**config.mk**
```make
export PLATFORM = sky130hd
export DESIGN_NAME = irq_dma_chain
export DESIGN_NICKNAME = d
export VERILOG_FILES = /design/src/rtl/irq_dma_chain_pkg.sv /design/src/rtl/irq_ack_chain.sv /design/src/rtl/dma_prio_pick.sv /design/src/rtl/dma_hold_chain.sv /design/src/rtl/irq_dma_chain.sv
export SDC_FILE = /design/constraint.sdc
export NUM_CORES = 1
export LEC_CHECK = 0
export ABC_AREA = 1
export BUFFER_PORTS_ARGS = -buffer_cell sky130_fd_sc_hd__clkbuf_2
export CAP_MARGIN = 20
export CORE_UTILIZATION = 51
export DETAILED_ROUTE_END_ITERATION = 7
export PLACE_DENSITY = 0.89
export SLEW_MARGIN = 10
export SYNTH_ARGS = -nofsm -noshare
export SYNTH_HDL_FRONTEND = slang
export SYNTH_SLANG_ARGS = --single-unit
```
**constraint.sdc**
```tcl
create_clock -name clk -period 2.4 [get_ports clk]
set_input_delay 0.24 -clock clk [delete_from_list [all_inputs] [get_ports clk]]
set_output_delay 0.24 -clock clk [all_outputs]
set_load 0.005 [all_outputs]
```
**src/rtl/irq_dma_chain_pkg.sv**
```systemverilog
package irq_dma_chain_pkg;

    localparam int ACK_CNT_W = 2;

    typedef enum logic [1:0] {
        REQ_RX_A = 2'd0,
        REQ_TX_A = 2'd1,
        REQ_RX_B = 2'd2,
        REQ_TX_B = 2'd3
    } dma_src_e;

    typedef struct packed {
        logic                 ack_prev;
        logic                 seq;
        logic [ACK_CNT_W-1:0] cnt;
        logic                 frozen_req;
        logic                 respond;
        logic                 three;
        logic                 pri_out_n;
        logic                 int_n;
        logic                 vec_oe;
    } irq_state_t;

    typedef struct packed {
        logic hai_prev;
        logic hao_n;
        logic cycle;
    } dma_state_t;

endpackage

```
**src/rtl/irq_ack_chain.sv**
```systemverilog
module irq_ack_chain
    import irq_dma_chain_pkg::*;
#(
    parameter int VEC_W = 8
) (
    input  logic             clk,
    input  logic             rst_n,
    input  logic             cfg_three_pulse,
    input  logic             cfg_vec_en,
    input  logic [VEC_W-1:0] cfg_vector,
    input  logic             irq_pend,
    input  logic             pri_in_n,
    input  logic             intack_n,
    output logic             pri_out_n,
    output logic             int_n,
    output logic             vec_oe,
    output logic [VEC_W-1:0] vec_data
);

    localparam logic [ACK_CNT_W-1:0] LAST_TWO   = ACK_CNT_W'(2);
    localparam logic [ACK_CNT_W-1:0] LAST_THREE = ACK_CNT_W'(3);

    irq_state_t       st_d, st_q;
    logic [VEC_W-1:0] vec_d, vec_q;

    always_comb begin
        logic                 fall;
        logic                 rise;
        logic [ACK_CNT_W-1:0] last_q;
        logic [ACK_CNT_W-1:0] last_d;
        logic                 req_eff;

        st_d   = st_q;
        fall   = st_q.ack_prev & ~intack_n;
        rise   = ~st_q.ack_prev & intack_n;
        last_q = st_q.three ? LAST_THREE : LAST_TWO;

        if (fall) begin
            if (!st_q.seq) begin
                st_d.seq        = 1'b1;
                st_d.cnt        = ACK_CNT_W'(1);
                st_d.frozen_req = irq_pend;
                st_d.respond    = ~pri_in_n & irq_pend & cfg_vec_en;
                st_d.three      = cfg_three_pulse;
            end else begin
                st_d.cnt = st_q.cnt + ACK_CNT_W'(1);
            end
        end else if (rise && st_q.seq && st_q.cnt == last_q) begin
            st_d.seq     = 1'b0;
            st_d.cnt     = '0;
            st_d.respond = 1'b0;
        end

        last_d  = st_d.three ? LAST_THREE : LAST_TWO;
        req_eff = st_d.seq ? st_d.frozen_req : irq_pend;

        st_d.ack_prev  = intack_n;
        st_d.int_n     = ~irq_pend;
        st_d.pri_out_n = pri_in_n | req_eff;
        st_d.vec_oe    = st_d.respond & st_d.seq & (st_d.cnt == last_d) & ~intack_n;
        vec_d          = st_d.vec_oe ? cfg_vector : '0;
    end

    always_ff @(posedge clk or negedge rst_n) begin
        if (!rst_n) begin
            st_q <= '{ack_prev: 1'b1, seq: 1'b0, cnt: '0, frozen_req: 1'b0,
                      respond: 1'b0, three: 1'b0, pri_out_n: 1'b1,
                      int_n: 1'b1, vec_oe: 1'b0};
            vec_q <= '0;
        end else begin
            st_q  <= st_d;
            vec_q <= vec_d;
        end
    end

    assign pri_out_n = st_q.pri_out_n;
    assign int_n     = st_q.int_n;
    assign vec_oe    = st_q.vec_oe;
    assign vec_data  = vec_q;

endmodule

```
**src/rtl/dma_prio_pick.sv**
```systemverilog
module dma_prio_pick #(
    parameter int N = 4
) (
    input  logic [N-1:0] req,
    output logic [N-1:0] onehot
);

    logic [N:0] blocked;

    assign blocked[0] = 1'b0;

    for (genvar i = 0; i < N; i++) begin : g_pick
        assign onehot[i]    = req[i] & ~blocked[i];
        assign blocked[i+1] = blocked[i] | req[i];
    end

endmodule

```
**src/rtl/dma_hold_chain.sv**
```systemverilog
module dma_hold_chain
    import irq_dma_chain_pkg::*;
#(
    parameter int NREQ = 4
) (
    input  logic            clk,
    input  logic            rst_n,
    input  logic [NREQ-1:0] dma_req,
    input  logic            hai_n,
    output logic [NREQ-1:0] drq,
    output logic            hao_n,
    output logic [NREQ-1:0] dma_grant,
    output logic            dma_cycle
);

    dma_state_t      st_d, st_q;
    logic [NREQ-1:0] grant_d, grant_q;
    logic [NREQ-1:0] drq_d, drq_q;
    logic [NREQ-1:0] winner;

    dma_prio_pick #(.N(NREQ)) u_pick (
        .req    (dma_req),
        .onehot (winner)
    );

    always_comb begin
        logic fall;
        logic any_req;

        st_d    = st_q;
        any_req = |dma_req;
        fall    = st_q.hai_prev & ~hai_n;

        st_d.hai_prev = hai_n;
        st_d.hao_n    = hai_n | any_req;
        st_d.cycle    = fall & any_req;
        grant_d       = (fall && any_req) ? winner : '0;
        drq_d         = dma_req;
    end

    always_ff @(posedge clk or negedge rst_n) begin
        if (!rst_n) begin
            st_q    <= '{hai_prev: 1'b1, hao_n: 1'b1, cycle: 1'b0};
            grant_q <= '0;
            drq_q   <= '0;
        end else begin
            st_q    <= st_d;
            grant_q <= grant_d;
            drq_q   <= drq_d;
        end
    end

    assign hao_n     = st_q.hao_n;
    assign dma_cycle = st_q.cycle;
    assign dma_grant = grant_q;
    assign drq       = drq_q;

endmodule

```
**src/rtl/irq_dma_chain.sv**
```systemverilog
module irq_dma_chain
    import irq_dma_chain_pkg::*;
#(
    parameter int VEC_W = 8,
    parameter int NREQ  = 4
) (
    input  logic             clk,
    input  logic             rst_n,
    input  logic             cfg_three_pulse,
    input  logic             cfg_vec_en,
    input  logic [VEC_W-1:0] cfg_vector,
    input  logic             irq_pend,
    input  logic             pri_in_n,
    output logic             pri_out_n,
    output logic             int_n,
    input  logic             intack_n,
    output logic             vec_oe,
    output logic [VEC_W-1:0] vec_data,
    input  logic [NREQ-1:0]  dma_req,
    output logic [NREQ-1:0]  drq,
    input  logic             hai_n,
    output logic             hao_n,
    output logic [NREQ-1:0]  dma_grant,
    output logic             dma_cycle
);

    irq_ack_chain #(.VEC_W(VEC_W)) u_irq (
        .clk             (clk),
        .rst_n           (rst_n),
        .cfg_three_pulse (cfg_three_pulse),
        .cfg_vec_en      (cfg_vec_en),
        .cfg_vector      (cfg_vector),
        .irq_pend        (irq_pend),
        .pri_in_n        (pri_in_n),
        .intack_n        (intack_n),
        .pri_out_n       (pri_out_n),
        .int_n           (int_n),
        .vec_oe          (vec_oe),
        .vec_data        (vec_data)
    );

    dma_hold_chain #(.NREQ(NREQ)) u_dma (
        .clk       (clk),
        .rst_n     (rst_n),
        .dma_req   (dma_req),
        .hai_n     (hai_n),
        .drq       (drq),
        .hao_n     (hao_n),
        .dma_grant (dma_grant),
        .dma_cycle (dma_cycle)
    );

endmodule

```
# Word level (Yosys, flattened, before mapping)
# Index checks and enable logic that the tools add are counted.
dict set report word_totals {
  reg_bits 29
  in_bits 20
  elab_cells 59
}
dict set report op_classes {
  reduce_logical 4
  addsub 1
  eq_ne 2
  n_bitwise 24
  n_mux 13
}
# cell n
set ops {}
lappend ops {{$and A1 B1 Y1} 12}
lappend ops {{$mux W3} 3}
lappend ops {{$mux W8} 1}
lappend ops {{$not A1 Y1} 8}
lappend ops {{$mux W1} 7}
lappend ops {{$eq A2 B2 Y1} 2}
lappend ops {{$mux W4} 1}
lappend ops {{$or A1 B1 Y1} 4}
lappend ops {{$reduce_or A4 Y1} 1}
lappend ops {{$logic_and A1 B1 Y1} 3}
lappend ops {{$add A2 B1 Y2 const B} 1}
lappend ops {{$mux W2} 1}

# Logic depth before layout (Yosys ltp)
dict set report logic_depth {
  ltp_word 10
  ltp_mapped 9
  ltp_nobuf 9
}

# Cells and area by module
# A second synthesis with hierarchy kept.
dict set report unflattened {
  cells_unflattened 127
  area_unflattened_um2 1192.4
}
# mod instances cells_each area_per_inst_um2 seq_area_each_um2
set modules_own_cells {}
lappend modules_own_cells {irq_ack_chain 1 91 814.5 454.2}
lappend modules_own_cells {dma_hold_chain 1 27 340.3 277.8}
lappend modules_own_cells {dma_prio_pick 1 9 37.5 0.0}

# Worst setup path after synthesis
# No wires, ideal clock.
dict set report synth_timing {
  path_type {register to register}
  startpoint {reg u_irq.st_q[9] (netlist name)}
  endpoint {reg u_irq.st_q, in the netlist u_irq.vec_oe}
  arrival_time_ns 1.206
  setup_slack_ns 1.072
  period_less_slack_ns 1.328
  t_required_ns 2.278
  stages_incl_launch_ff 8
  path_cell_list {dfstp_2 -> inv_2 -> nor2_4 -> nand3_1 -> nand2_2 -> nand3_1 -> nand2_4 -> nor2_1}
}
# element line_no
set synth_lines {}
lappend synth_lines {{start, declared} irq_ack_chain.sv:23} ;# irq_state_t st_d, st_q;
lappend synth_lines {{start signal, assigned} irq_ack_chain.sv:66} ;# st_q <= '{ack_prev: 1'b1, seq: 1'b0, cnt: '0, frozen_req: 1'b0,
lappend synth_lines {{start signal, assigned} irq_ack_chain.sv:71} ;# st_q <= st_d;

==> metrics.csv <==
stage,metric,value,unit
setup_path,max incr delay on CP,540,ps
clocking,Post-CTS Setup Repair Bufs,0,
sta,Least-Margin Pin Slew,678.7,ps
die,Core Rows,16,
global_route,largest net degree at the start of global routing,30,
setup_path,cell mode on critical path,nand3_1,
setup_path,Top delay family on crit path,simple AND/OR/NAND/NOR gates,
yosys,largest cells by area after synthesis,"dfrtp_1, dfstp_2, nor3_2",
yosys,YS warnings,0,
placement,HPWL after detailed placement,1740,um
detailed_routing,Antenna Violating Nets Remaining,0,
clocking,Clock Root Buffer,clkbuf_4,
finish,layout cells sized above 1,45.63,%
sta,count of pins over their slew limit,0,
sta,min cycle time layout,1469,ps
setup_path,slowest CP cell,dfstp_2,
sta,unrepaired setup endpoints after global routing,no,
yosys,main flop type after synthesis,dfrtp_1,
die,I/O pin count,41,
sta,Rel. slew slack,54.75,%
yosys,Mean Syn Cell Area,10.45,um^2
clocking,clk_lat worst skew,320,ps
clocking,hold_buf cts,1,
min_path,beginning of the worst hold path,hai_n,
die,effective utilization at floorplan,56.80,%
global_route,first-pass GRT wire length,3919,um
finish,final core occ,71.20,%
clocking,TritonCTS clock tree,yes,
yosys,Post-synth EDFFs,0,
setup_path,Critical path origin,u_irq.st_q[9],
setup_path,r2r endpoint,u_irq.vec_data[7],
setup_path,worst r2r src,u_irq.st_q[9],
power_and_ir_drop,Power Total,1229,uW
power_and_ir_drop,Power Density,845.5,nW/um^2
placement,Buffers on Ports,40,
yosys,Synth async-reset ratio,100.0,%
die,die width,49.69,um
global_route,GR Util All Layers,22.16,%
clocking,Clock Sinks,29,
detailed_routing,Residual DRC,0,
global_route,initial antenna violation count,0,
yosys,most frequent cells after synthesis,"dfrtp_1, inv_1, nand2_1",
min_path,"Endpoint, Worst Hold",u_dma.st_q[2],
setup_path,crit start category,flop,
run_status,status,"complete, no violations",
detailed_routing,vias per cell,4.727,
detailed_routing,total number of vias,884,
detailed_routing,Total Wirelength,2251,um
clocking,Num CTS Buffers,5,
min_path,worst hold path class,primary input to flop,
detailed_routing,router iterations before antenna repair,4,
yosys,cells after synthesis,111,
die,Core Area,2042,um^2
yosys,Synth cell types,20,
sta,period utilisation layout,61.22,%
power_and_ir_drop,Max VDD drop,0.5252,mV
die,Die ar.,2469,um^2
setup_path,worst reg-to-reg setup slack,930,ps
global_route,gr ovfl total,0,
placement,GPL Wtd Cong,0.8670,
detailed_routing,Routed WL per cell,12.04,um
clocking,H-tree Lvls,2,
yosys,Mapped Nets,131,
finish,antenna cells,0,
sta,setup violators final,0,
finish,Final Non-Filler Cells,187,
die,chip height,49.69,um
setup_path,Setup crit end kind,flop,
detailed_routing,DR iter-0 viols,12,
yosys,Synth area leader,dfrtp_1,
setup_path,required time worst endpoint,2610,ps
yosys,register area share after synthesis,63.11,%
setup_path,crit path max fanout,9,
setup_path,R2R depth,7,
run,Max Cap Viol,0,
power_and_ir_drop,leakage power,0.0008069,uW
clocking,clock-pin transition on the worst setup and hold timing paths,80,ps
setup_path,CP arrival,1670,ps
yosys,Synth top area share,51.78,%
setup_path,kind of critical path,flop to flop,
sta,Final Skew,12.30,ps
finish,area delta synth->final,25.35,%
clocking,Resized Gates After CTS,0,
finish,Multi-input gate area,341.6,um^2
setup_path,"Cell Chain, Critical Path",inv_2 -> nor2_4 -> nand3_1 -> nand2_2 -> nand3_1 -> nand2_4 -> nor3_2,
finish,area occupied by registers,732.0,um^2
yosys,#FFs+latches synth,29,
placement,placed cells,178,
finish,Fillers,169,
sta,final hold viol count,0,
yosys,most common cell in the netlist,dfrtp_1,
yosys,mapped cell area,1160,um^2
setup_path,CP bufs+invs,1,
global_route,vias in the first global route,910,
clocking,worst-case clock buffer depth,2,
min_path,Worst Hold Path Cells,1,
sta,setup_tns,0,ps
sta,fmax,0.6806,GHz
finish,Nets,179,
-- power by group --
group          switching, uW  total, uW  internal (uW)  leakage [uW]
clock                    153        267            114     0.0000293
combinational            239        355            116      0.000415
sequential              42.2        607            565      0.000363
-- layout by cell type, fill, tap and decap left out, drive strengths merged, types with 3 or more instances in the layout --
cell type / count
clkbuf: 47
dfstp: 5
o21ai: 3
nand3: 7
nor2: 12
a21oi: 3
nand2: 22
inv: 23
nor3: 8
dfrtp: 24
-- worst max-delay path by stage --
stage                        endpoint  slack [ps]  depth (start not counted)
floorplan                u_irq.vec_oe        1070                          7
global placement         u_irq.vec_oe        1020                          7
detailed placement  u_irq.vec_data[4]         930                          7
CTS                 u_irq.vec_data[5]         920                          7
global route        u_irq.vec_data[0]         800                          8
finish              u_irq.vec_data[7]         930                          7
-- per-layer routing --
layer | GRT usage (%) | up-vias | wire length (um) | share of wire, %
met5 | 0 | - | 0 | 0
met2 | 38.51 | 39 | 1223 | 54
met3 | 7.099 | 0 | 135 | 6.0
li1 | - | 436 | - | -
met4 | 11.43 | 0 | 0 | 0
met1 | 23.78 | 409 | 892 | 40
-- cell type report --
cell class | count | share of cell area [%]
Tap cell | 27 | 2.324
Clock buffer | 7 | 3.098
Timing Repair Buffer | 41 | 14.46
Inverter | 23 | 5.938
Clock inverter | 1 | 0.3442
Multi-Input combinational cell | 59 | 23.49
Sequential cell | 29 | 50.34
-- sequential cells by signal, summed over array words and instances, names as in the netlist --
register	cells
u_irq.vec_data	8
u_irq.st_q	7
u_dma.dma_grant	4
u_dma.hao_n	1
u_irq.vec_oe	1
u_dma.st_q	1
u_dma.dma_cycle	1
u_dma.drq	4
u_irq.int_n	1
u_irq.pri_out_n	1
-- kinds of logic after synthesis --
kind of cell,after synthesis,share of synthesized area [%]
AND/OR/NAND/NOR,53,26.86
flip-flops,29,63.11
buffers and inverters,23,7.443
AO/OA/AOI/OAI,6,2.588
-- through the flow --
stage / cell area, um^2 / hold WS [ps] / setup WS, ps
6_report: 1454 / 23.11 / 930.7
5_1_grt: 1454 / 3.746 / 804.4
4_1_cts: 1454 / 15.62 / 916.1
3_5_place_dp: 1394 / 314.2 / 925.4
3_3_place_gp: 1394 / 296.2 / 1022
2_1_floorplan: 1160 / -55.59 / 1072
No activity file was read; power rests on OpenSTA's default activity.
